## src/rtl/lrr_pkg.sv

```systemverilog
package lrr_pkg;

    typedef enum logic [0:0] {
        MODE_NORMAL = 1'b0,
        MODE_LEGACY = 1'b1
    } lrr_mode_e;

    typedef enum logic [1:0] {
        EV_HOLD  = 2'd0,
        EV_ENTER = 2'd1,
        EV_EXIT  = 2'd2
    } lrr_event_e;

    // fixed lines taken over in legacy-replacement mode
    localparam int unsigned TICK_LINE = 0;
    localparam int unsigned RTC_LINE  = 8;

endpackage

```

## src/rtl/lrr_chan.sv

```systemverilog
module lrr_chan
    import lrr_pkg::*;
#(
    parameter int unsigned ROUTE_W = 5,
    parameter int unsigned CH_IDX  = 0,
    localparam int unsigned NUM_LINES = 1 << ROUTE_W
) (
    input  logic                 clk,
    input  logic                 rst_n,
    input  logic                 glb_en,
    input  logic                 legacy_sel,
    input  logic                 en,
    input  logic                 level,
    input  logic                 fire,
    input  logic                 clr,
    input  logic [ROUTE_W-1:0]   route,
    output logic [NUM_LINES-1:0] drive
);

    localparam bit HAS_FIXED = (CH_IDX < 2);
    localparam logic [ROUTE_W-1:0] FIXED_LINE =
        (CH_IDX == 0) ? ROUTE_W'(TICK_LINE) : ROUTE_W'(RTC_LINE);

    logic               gate;
    logic               pend_q;
    logic               pend_n;
    logic               active;
    logic [ROUTE_W-1:0] tgt;

    assign gate   = en & glb_en;
    // clear takes priority over a simultaneous fire
    assign pend_n = gate & level & ~clr & (pend_q | fire);
    assign active = level ? pend_n : (gate & fire);
    assign tgt    = (HAS_FIXED && legacy_sel) ? FIXED_LINE : route;
    assign drive  = active ? (NUM_LINES'(1) << tgt) : '0;

    always_ff @(posedge clk) begin
        if (!rst_n) pend_q <= 1'b0;
        else        pend_q <= pend_n;
    end


    clr_drops_req_chk: assert property (@(posedge clk) disable iff (!rst_n)
        clr |=> !pend_q);


    gate_drops_req_chk: assert property (@(posedge clk) disable iff (!rst_n)
        !(en && glb_en) |=> !pend_q);

endmodule

```

## src/rtl/lrr_mode_fsm.sv

```systemverilog
module lrr_mode_fsm
    import lrr_pkg::*;
(
    input  logic       clk,
    input  logic       rst_n,
    input  logic       legacy_sel,
    output lrr_mode_e  state,
    output lrr_event_e ev,
    output logic       tick_src_en
);

    lrr_mode_e state_n;

    always_comb begin
        state_n = state;
        ev      = EV_HOLD;
        unique case (state)
            MODE_NORMAL: if (legacy_sel) begin
                state_n = MODE_LEGACY;
                ev      = EV_ENTER;
            end
            MODE_LEGACY: if (!legacy_sel) begin
                state_n = MODE_NORMAL;
                ev      = EV_EXIT;
            end
        endcase
    end

    always_ff @(posedge clk) begin
        if (!rst_n) state <= MODE_NORMAL;
        else        state <= state_n;
    end

    always_ff @(posedge clk) begin
        if (!rst_n) begin
            tick_src_en <= 1'b1;
        end else begin
            unique case (ev)
                EV_ENTER: tick_src_en <= 1'b0;
                EV_EXIT:  tick_src_en <= 1'b1;
                default:  tick_src_en <= tick_src_en;
            endcase
        end
    end


    enter_stops_tick_chk: assert property (@(posedge clk) disable iff (!rst_n)
        (state == MODE_NORMAL && legacy_sel) |=> (!tick_src_en && state == MODE_LEGACY));


    exit_starts_tick_chk: assert property (@(posedge clk) disable iff (!rst_n)
        (state == MODE_LEGACY && !legacy_sel) |=> (tick_src_en && state == MODE_NORMAL));

endmodule

```

## src/rtl/lrr_line_mux.sv

```systemverilog
module lrr_line_mux
    import lrr_pkg::*;
#(
    parameter int unsigned N_CH    = 4,
    parameter int unsigned ROUTE_W = 5,
    localparam int unsigned NUM_LINES = 1 << ROUTE_W
) (
    input  logic                 clk,
    input  logic                 rst_n,
    input  logic [NUM_LINES-1:0] drv [N_CH],
    input  lrr_mode_e            state,
    input  lrr_event_e           ev,
    input  logic                 tick_in,
    input  logic                 rtc_in,
    output logic [NUM_LINES-1:0] irq_out
);

    logic                 rtc_lat;
    logic [NUM_LINES-1:0] lines_n;

    always_comb begin
        lines_n = '0;
        for (int i = 0; i < int'(N_CH); i++) lines_n |= drv[i];
        unique case (ev)
            EV_ENTER: begin
                lines_n[TICK_LINE] = 1'b0;
                lines_n[RTC_LINE]  = 1'b0;
            end
            EV_EXIT: begin
                lines_n[TICK_LINE] = 1'b0;
                lines_n[RTC_LINE]  = rtc_lat;
            end
            default: if (state == MODE_NORMAL) begin
                lines_n[TICK_LINE] = lines_n[TICK_LINE] | tick_in;
                lines_n[RTC_LINE]  = lines_n[RTC_LINE] | rtc_in;
            end
        endcase
    end

    always_ff @(posedge clk) begin
        if (!rst_n) begin
            irq_out <= '0;
            rtc_lat <= 1'b0;
        end else begin
            irq_out <= lines_n;
            rtc_lat <= rtc_in;
        end
    end


    enter_lowers_fixed_chk: assert property (@(posedge clk) disable iff (!rst_n)
        (ev == EV_ENTER) |=> (!irq_out[TICK_LINE] && !irq_out[RTC_LINE]));


    exit_restores_rtc_chk: assert property (@(posedge clk) disable iff (!rst_n)
        (ev == EV_EXIT) |=> (!irq_out[TICK_LINE] && irq_out[RTC_LINE] == $past(rtc_lat)));

endmodule

```

## src/rtl/lrr_irq_router.sv

```systemverilog
module lrr_irq_router
    import lrr_pkg::*;
#(
    parameter int unsigned N_CH    = 4,
    parameter int unsigned ROUTE_W = 5
) (
    input  logic                      clk,
    input  logic                      rst_n,
    input  logic                      glb_en,
    input  logic                      legacy_sel,
    input  logic [N_CH-1:0]           ch_en,
    input  logic [N_CH-1:0]           ch_level,
    input  logic [N_CH-1:0]           ch_fire,
    input  logic [N_CH-1:0]           ch_clr,
    input  logic [N_CH*ROUTE_W-1:0]   ch_route,
    input  logic                      tick_in,
    input  logic                      rtc_in,
    output logic [(1<<ROUTE_W)-1:0]   irq_out,
    output logic                      tick_src_en
);

    localparam int unsigned NUM_LINES = 1 << ROUTE_W;

    logic [NUM_LINES-1:0] drv [N_CH];
    lrr_mode_e            state;
    lrr_event_e           ev;

    for (genvar g = 0; g < N_CH; g++) begin : g_chan
        lrr_chan #(
            .ROUTE_W (ROUTE_W),
            .CH_IDX  (g)
        ) u_chan (
            .clk        (clk),
            .rst_n      (rst_n),
            .glb_en     (glb_en),
            .legacy_sel (legacy_sel),
            .en         (ch_en[g]),
            .level      (ch_level[g]),
            .fire       (ch_fire[g]),
            .clr        (ch_clr[g]),
            .route      (ch_route[g*ROUTE_W +: ROUTE_W]),
            .drive      (drv[g])
        );
    end

    lrr_mode_fsm u_fsm (
        .clk         (clk),
        .rst_n       (rst_n),
        .legacy_sel  (legacy_sel),
        .state       (state),
        .ev          (ev),
        .tick_src_en (tick_src_en)
    );

    lrr_line_mux #(
        .N_CH    (N_CH),
        .ROUTE_W (ROUTE_W)
    ) u_mux (
        .clk     (clk),
        .rst_n   (rst_n),
        .drv     (drv),
        .state   (state),
        .ev      (ev),
        .tick_in (tick_in),
        .rtc_in  (rtc_in),
        .irq_out (irq_out)
    );


    glb_off_quiet_chk: assert property (@(posedge clk) disable iff (!rst_n)
        (!glb_en && legacy_sel && state == MODE_LEGACY) |=> (irq_out == '0));


    legacy_blocks_ext_chk: assert property (@(posedge clk) disable iff (!rst_n)
        (legacy_sel && state == MODE_LEGACY && !glb_en && (tick_in || rtc_in))
            |=> (!irq_out[TICK_LINE] && !irq_out[RTC_LINE]));

endmodule

```

## config.mk

```make
export PLATFORM = sky130hd
export DESIGN_NAME = lrr_irq_router
export DESIGN_NICKNAME = d
export VERILOG_FILES = /design/src/rtl/lrr_pkg.sv /design/src/rtl/lrr_chan.sv /design/src/rtl/lrr_mode_fsm.sv /design/src/rtl/lrr_line_mux.sv /design/src/rtl/lrr_irq_router.sv
export SDC_FILE = /design/constraint.sdc
export NUM_CORES = 1
export LEC_CHECK = 0
export ABC_AREA = 1
export BUFFER_PORTS_ARGS = -buffer_cell sky130_fd_sc_hd__buf_2
export CAP_MARGIN = 20
export CELL_PAD_IN_SITES_DETAIL_PLACEMENT = 0
export CELL_PAD_IN_SITES_GLOBAL_PLACEMENT = 1
export CORE_MARGIN = 5
export CORE_UTILIZATION = 36
export CTS_BUF_LIST = sky130_fd_sc_hd__clkbuf_16
export CTS_CLUSTER_SIZE = 24
export DETAILED_ROUTE_END_ITERATION = 10
export GPL_TIMING_DRIVEN = 0
export MAX_ROUTING_LAYER = met4
export PLACE_DENSITY_LB_ADDON = 0.1
export SLEW_MARGIN = 40
export SYNTH_ARGS = -nofsm -noshare
export SYNTH_HDL_FRONTEND = slang
export SYNTH_SLANG_ARGS = --single-unit
export TNS_END_PERCENT = 100
```

## constraint.sdc

```tcl
create_clock -name clk -period 1.7 [get_ports clk]
set_clock_uncertainty 0.2 [all_clocks]
set_input_delay 0.085 -clock clk [delete_from_list [all_inputs] [get_ports clk]]
set_output_delay 0.085 -clock clk [all_outputs]
set_load 0.05 [all_outputs]
```

After elaboration in Yosys (flattened, before gate mapping) --
Index checks and enable logic that the tools add are counted.
Storage, ports and cells: register bits 39, output and inout port bits 33, logic and storage cells 70
Cells by class: equal/unequal tests 2, shift operators 4, multiplexer cells 18, bitwise operators 35, reduce and logical (&&, ||, !) cells 2
Operators by type and width (count):
- $mux 32 | 4
- $shl 1x5->32 const A | 4
- $or 32x32->32 | 3
- $and 1x1->1 | 20
- $mux 5 | 2
- $mux 1 | 8
- $not 1->1 | 6
- $or 1x1->1 | 6
- $pmux 1 s2 | 2
- $pmux 2 s2 | 1
- $reduce_or 3->1 | 1
- $eq 2x1->1 const B | 1
- $eq 2x2->1 const B | 1
- $mux 2 | 1
- $reduce_bool 2->1 | 1

Logic depth before layout (Yosys ltp) --
Gate-level depths: netlist of the first run.
word-level depth 12, gate-level depth with buffers 11, gate-level depth less buffers 10

Cells and area by module --
A second synthesis of the first run with hierarchy kept.
Unflattened totals: cells, all modules 542, area, all modules 3264.4 um^2
Modules (own cells, without submodules):
- lrr_line_mux | instances 1, cells an instance 153, area each 1305.0 um^2, sequential area each 660.6 um^2
- lrr_chan at g_chan[2].u_chan ... | instances 2, cells an instance 107, area each 550.5 um^2, sequential area each 20.0 um^2
- lrr_chan at g_chan[0].u_chan | instances 1, cells an instance 82, area each 385.4 um^2, sequential area each 20.0 um^2
- lrr_chan at g_chan[1].u_chan | instances 1, cells an instance 81, area each 369.1 um^2, sequential area each 20.0 um^2
- lrr_mode_fsm | instances 1, cells an instance 12, area each 103.8 um^2, sequential area each 40.0 um^2

Worst setup path before layout of the first run --
No wires, ideal clock.
kind register -> register, from reg g_chan[1].u_chan.pend_q, to reg u_mux.irq_out[17], setup time 0.129 ns, arrival time 1.060 ns, slack 0.311 ns, stages on the path, launching flop included 10, clock period less this slack 1.389 ns, cells stage by stage dfxtp_1 nor2_1 nor2_1 a21oi_1 nor2_1 buf_4 nand2_1 nand3_1 a21oi_1 nor2_1
On the way: word-level cells in the longest chain between the ends 7
RTL lines:
- start: declaration | line lrr_chan.sv:25 | logic pend_q;
- start signal: assignment | line lrr_chan.sv:39 | else pend_q <= pend_n;
- $or 1x1->1 | line lrr_chan.sv:32 | assign pend_n = gate & level & ~clr & (pend_q | fire);
- $and 1x1->1 | line lrr_chan.sv:32
- $mux 1 | line lrr_chan.sv:33 | assign active = level ? pend_n : (gate & fire);
- $mux 32 | line lrr_chan.sv:35 | assign drive = active ? (NUM_LINES'(1) << tgt) : '0;
- $or 32x32->32 (3 in series) | line lrr_line_mux.sv:23 | for (int i = 0; i < int'(N_CH); i++) lines_n |= drv[i];
- end signal: assignment | line lrr_line_mux.sv:45 | irq_out <= lines_n;
- end: declaration | line lrr_line_mux.sv:15 | output logic [NUM_LINES-1:0] irq_out
No other way between the ends. A chain may end at the register's enable or synchronous reset.

Worst setup path after layout of the first run --
from reg g_chan[3].u_chan.pend_q, to reg u_mux.irq_out[5]
On the way: word-level cells in the longest chain between the ends 5
RTL lines (line):
- start: declaration | lrr_chan.sv:25
- start signal: assignment | lrr_chan.sv:39
- $or 1x1->1 | lrr_chan.sv:32
- $and 1x1->1 | lrr_chan.sv:32
- $mux 1 | lrr_chan.sv:33
- $mux 32 | lrr_chan.sv:35
- $or 32x32->32 | lrr_line_mux.sv:23
No other way between the ends.

==> results of run 1 <==
## layout by cell type (no fill, tap or decap), types with 4 or more instances in the layout
master,instances
nor2_1,104
nand3_1,77
buf_2,74
nand2_1,61
dfxtp_1,39
inv_1,36
nand2_2,11
nand4_1,11
o21ai_1,11
o21ai_0,11
o22ai_1,10
dlygate4sd3_1,10
a21oi_1,6
buf_4,6
nor3_1,6
nor2_2,5
nand3_2,5
clkbuf_1,5
clkbuf_16,5
inv_2,4
nor4_1,4
nor3_2,4
## power groups by stage
stage / registers (mW) / logic, mW / clock network, mW
after global routing: 0.930 / 0.465 / 1.14
after CTS: 0.929 / 0.402 / 1.10
after detailed placement: 0.950 / 0.386 / 0
after global placement: 0.949 / 0.386 / 0
final: 0.929 / 0.422 / 1.09
after floorplan: 0.980 / 0.214 / 0
## critical path, delay by kind of cell, from the launching register on
| kind | cells | cell delay (ns) |
|---|---|---|
| compound gates | 1 | 0.24 |
| flops | 1 | 0.31 |
| simple gates | 5 | 0.77 |
## per-layer routing
layer | GRT usage (%) | vias to the layer above
li1 | - | 1661
met1 | 29.2 | 1533
met5 | - | -
met2 | 35.0 | 121
met4 | 6.59 | 0
met3 | 3.24 | 15
## final timing paths
kind	start	slack [ns]	to	cells past startpoint
setup / recovery	g_chan[3].u_chan.pend_q	0.04	u_mux.irq_out[5]	6
hold / removal	tick_in	-0.007	u_mux.irq_out[0]	4
setup reg to reg	g_chan[3].u_chan.pend_q	0.04	u_mux.irq_out[5]	6
hold reg to reg	u_fsm.tick_src_en	0.25	u_fsm.tick_src_en	2
## logic make-up after synthesis
| family | synth area share (%) |
|---|---|
| buf+inv | 10.1 |
| fa+ha+maj | 0.920 |
| flops | 28.7 |
| compound gates | 10.2 |
| simple gates | 50.1 |
## metrics by stage
step | utilization, % | setup slack [ns]
2_1_floorplan | - | 0.311
3_3_place_gp | 43.7 | -0.0833
3_5_place_dp | 43.7 | -0.0726
4_1_cts | 47.5 | -0.00994
5_1_grt | 48.8 | -0.0567
6_report | 48.8 | 0.0407
## flip-flops by register name, summed over array words and instances, names as in the netlist
name / cells
g_chan.u_chan.pend_q: 4
u_fsm.tick_src_en: 1
u_fsm.state: 1
u_mux.rtc_lat: 1
u_mux.irq_out: 32
## final cells by class
type                    instances  area, um2  share of cell area [%]
clock buffers                   5        125                    3.52
flip-flops and latches         39        781                    22.0
multi-input cells             348       1730                    48.6
well taps                      99        124                    3.48
plain buffers                  21        144                    4.05
repair buffers                 81        463                    13.0
clock inverters                 3       38.8                    1.09
inverters                      41        154                    4.33
## synthesized netlist by cell type, drive strengths merged
cell type and instances:
a21oi 9, a22o 1, a31oi 3, buf 15, clkbuf 6, clkinv 1, dfxtp 39, ha 2
inv 40, nand2 75, nand3 82, nand4 11, nor2 111, nor3 10, nor4 6, o211ai 1
o21a 1, o21ai 24, o22ai 10, or2 2
## repair_timing
item                       4_1_cts  5_1_grt
setup endpoints to repair       10       27
setup buffers                    0        3
hold buffers                    10        0
hold endpoints to repair        11        0
resized for setup                6       28
pin swaps                        0        7
==> flow_metrics.tcl, run 1 <==
set metrics [dict create \
    wire_per_inst_um 16.3 \
    htree_levels 2 \
    layout-drive-gt1-share_pct 24.9 \
    period_share_pct 97.6 \
    drt_iter0_drc 247 \
    worstMarginPinSlew_ns 0.572 \
    cts.sinks 39 \
    placed_cell_area_mm2 0.00318 \
    grt_pass1_wl_um 16400 \
    drc 0 \
    syn_to_final_growth_pct 30.7 \
    grt-ovfl-total 0 \
    p_clk_share_pct 44.8 \
    violations "hold timing" \
    antenna_found_initial 0 \
    crit_fanout 9 \
    layout_min_cycle_time_ns 1.66 \
    wl_met3_um 626 \
    cts_buffers 5 \
    layout.nets 581 \
    path_cells "o211ai_1, nand2_2, nand2_2, nor2_1, nor3_1, nor2_1" \
    start_kind "register" \
    first_global_vias 3113 \
    finalSetupViolCount 0 \
    diodes 0 \
    synth_top_area_share_pct 28.7 \
    status "finished, violations left" \
    hold_path_class "input port to register" \
    cp-end-kind "register" \
    yosys-top-cells-area "dfxtp_1 29%, nor2_1 15%, nand3_1 15%, nand2_1 9.4%, inv_1 5.0%" \
    hold_slack_ns -0.00685 \
    powerDensity_mw_per_mm2 688 \
    hold_viol_final 1 \
    synth_area_per_cell_um2 6.06 \
    synth_seq_cells 39 \
    post-dp-hpwl_um 8030 \
    firstDrtPassIters 5 \
    netlist_instances 449 \
    path_clk_slew_ns 0.07 \
    ant_nets 0 \
    slowest_delay_ns 0.31 \
    routed-wl-met2_um 4760 \
    synth.distinct_cells 36 \
    critical_path_arrival_ns 1.60 \
    drv_slew 0 \
    die_area_mm2 0.00939 \
    synth-seq-area-share_pct 28.7 \
    final_cells 637 \
    yosysTopAreaCell "dfxtp_1" \
    fillers 809 \
    core_mm2 0.00729 \
    p_leak_nw 1.59 \
    fmax_ghz 0.603 \
    syn-cell-area_mm2 0.00272 \
    swShare_pct 28.9 \
    worst_path_max_delay_cell "dfxtp_1" \
    vias_per_cell 5.23 \
    rsz0062_at_grt "yes" \
    num_vias 3330 \
    clk_latency_ns 0.29 \
    clock-root-buffer "clkbuf_16" \
    wl_met1_um 4800 \
    ys_warn_count 0 \
    start_util_pct 37.3 \
    switching_power_mw 0.706 \
    p_int_mw 1.74 \
    syn_nets 493 \
    total_power_mw 2.45 \
    place.gp.congestion 0.968 \
    slew_headroom_pct 61.9 \
    p_comb_share_pct 17.3 \
    cap_viol_max_count 0 \
    highest_layer "met4" \
    cts_tree "yes" \
    io_pins 75 \
    critPathRequiredTime_ns 1.64 \
    port_buffers 68 \
    num_rows 31 \
    grt_max_degree 13 \
    post-route-cell-area_mm2 0.00356 \
    fp.dieW_um 96.9 \
    fp.dieH_um 96.9 \
    ir_worst_vdd_v 0.000340 \
    tns_ns 0 \
    criticalPathCategory "register to register" \
    dpl.cell_count 616 \
    seqPwrFrac_pct 38.0 \
    finalWirelength_um 10400 \
    cts_max_path_buffers 2 \
    grt_use_total_pct 22.1 \
]
Note: power is estimated with default switching activity, not from simulation.
==> run 2, diff against run 1 <==
--- a/config.mk
+++ b/config.mk
@@ -16,7 +16,6 @@
 export CTS_CLUSTER_SIZE = 24
 export DETAILED_ROUTE_END_ITERATION = 10
 export GPL_TIMING_DRIVEN = 0
-export MAX_ROUTING_LAYER = met4
 export PLACE_DENSITY_LB_ADDON = 0.1
 export SLEW_MARGIN = 40
 export SYNTH_ARGS = -nofsm -noshare
==> flow_metrics.tcl, run 2 (synthesized netlist as in run 1, its figures left out) <==
set metrics [dict create \
    violations "hold timing" \
    io_pins 75 \
    num_vias 3375 \
    fp.dieW_um 96.9 \
    largestRegisters "u_mux.irq_out x32, g_chan.u_chan.pend_q x4" \
    cp-end-kind "register" \
    grt-ovfl-total 0 \
    criticalPathCategory "input port to register" \
    drc 0 \
    die_area_mm2 0.00939 \
    layout.nets 587 \
    top_register "u_mux.irq_out" \
    rsz0062_at_grt "yes" \
    path_cells "dlygate4sd3_1, buf_2, inv_1, nor3_1, nand2_1, o21ai_1, nor2_1, nor2_1" \
    cts_tree "yes" \
    dp_slack_ns -0.102 \
    hold_path_class "input port to register" \
    ant_nets 0 \
    drv_slew 0 \
    start_util_pct 37.3 \
    start_kind "input port" \
    drt_iter0_drc 256 \
    largest_reg_flops 32 \
    first_global_vias 3114 \
    critical_path_arrival_ns 1.69 \
    layout_commonest_cell "nor2_1" \
    final_cells 643 \
    diodes 0 \
    finalWirelength_um 10400 \
    layout-drive-gt1-share_pct 24.8 \
    fmax_ghz 0.601 \
    finalSetupViolCount 0 \
    hold_slack_ns -0.00741 \
    fin_ws_ns 0.0370 \
    critPathRequiredTime_ns 1.72 \
    htree_levels 2 \
    grt_pass1_wl_um 16100 \
    worst_path_max_delay_cell "dlygate4sd3_1" \
    crit_top_cell "nor2_1" \
    post-dp-hpwl_um 8020 \
    cts_max_path_buffers 2 \
    status "finished, violations left" \
    place.gp.congestion 0.959 \
    worst-path-buf-inv 3 \
    clk_latency_ns 0.29 \
    cts.sinks 39 \
    crit_fanout 7 \
    p_leak_nw 1.59 \
    clock-root-buffer "clkbuf_16" \
    syn_to_final_growth_pct 32.8 \
    powerDensity_mw_per_mm2 640 \
    cap_viol_max_count 0 \
    path_clk_slew_ns 0.06 \
    grt_use_total_pct 21.6 \
    worstMarginPinSlew_ns 0.706 \
    num_rows 31 \
    vias_per_cell 5.25 \
    critPathTopFamily "buffers and inverters" \
    fp.dieH_um 96.9 \
    hold_viol_final 1 \
    grt_max_degree 14 \
    ir_worst_vdd_v 0.000351 \
    slowest_delay_ns 0.52 \
    final_util_pct 49.5 \
    tns_ns 0 \
    cts_buffers 5 \
    dpl.cell_count 616 \
    wire_per_inst_um 16.2 \
    mostFrequentLayoutCells "105 x nor2_1, 78 x nand3_1, 74 x buf_2" \
    firstDrtPassIters 5 \
    port_buffers 68 \
    slew_headroom_pct 52.9 \
    antenna_found_initial 0 \
    r2r_slack_ns 0.06 \
    layout_min_cycle_time_ns 1.66 \
    core_mm2 0.00729 \
    period_share_pct 97.8 \
]
run 2: cell types whose count changed in the layout (fill, tap and decap cells not counted), moves of 2 or more:
cell	change
o21ai_1	+2
o22ai_2	+2
buf_6	+3
buf_4	-2
o22ai_1	-2
clkinvlp_4	+2
dlygate4sd3_1	+5
run 2: worst paths after layout:
check | from | to | cells after the start
setup reg to reg | g_chan[3].u_chan.pend_q | u_mux.irq_out[21] | 8
setup / recovery | ch_route[7] | u_mux.irq_out[31] | 8
hold reg to reg | u_mux.rtc_lat | u_mux.irq_out[8] | 2
hold / removal | tick_in | u_mux.irq_out[0] | 4
run 2: what timing repair did:
action,4_1_cts,5_1_grt
hold endpoints to repair,11,1
resized for setup,7,29
hold buffers,15,1
buffers inserted,0,4
endpoints found under the setup margin,13,25
pin swaps,0,10
run 2: area by class of cell:
type,instances,area (um2)
fill,844,3680
tap,99,124
clock inverter,3,20.0
clock buffer,5,125
inverter,41,154
timing repair buffer,87,528
multi-input combinational,348,1740
sequential,39,782
buffer,21,139
run 2: metrics by stage:
| stage | total power, mW | cell area [um2] |
|---|---|---|
| after floorplan | 1.19 | 2720 |
| after global placement | 1.34 | 3180 |
| after detailed placement | 1.34 | 3180 |
| after CTS | 2.31 | 3500 |
| after global routing | 2.41 | 3610 |
| final | 2.31 | 3610 |
run 2: metal layers:
metal	vias up	track usage [%]	wire length, um
met5	-	0	0
met4	0	8.96	307
met3	22	3.67	611
met2	125	34.1	4730
met1	1553	29.0	4750
li1	1675	-	-
run 2: worst reg2reg max path: stages, from the launching register on:
cell      delay, ns
dfxtp_1        0.31
o211ai_1       0.23
nand2_2        0.16
nand2_2        0.13
buf_6          0.14
buf_6          0.13
o22ai_2        0.06
nor2_1         0.09
nor2_1         0.05
run 2: where the power goes:
group / internal, mW / switching [mW] / total [mW]
combinational: 0.137 / 0.301 / 0.438
sequential: 0.926 / 0.00339 / 0.929
clock: 0.541 / 0.405 / 0.946
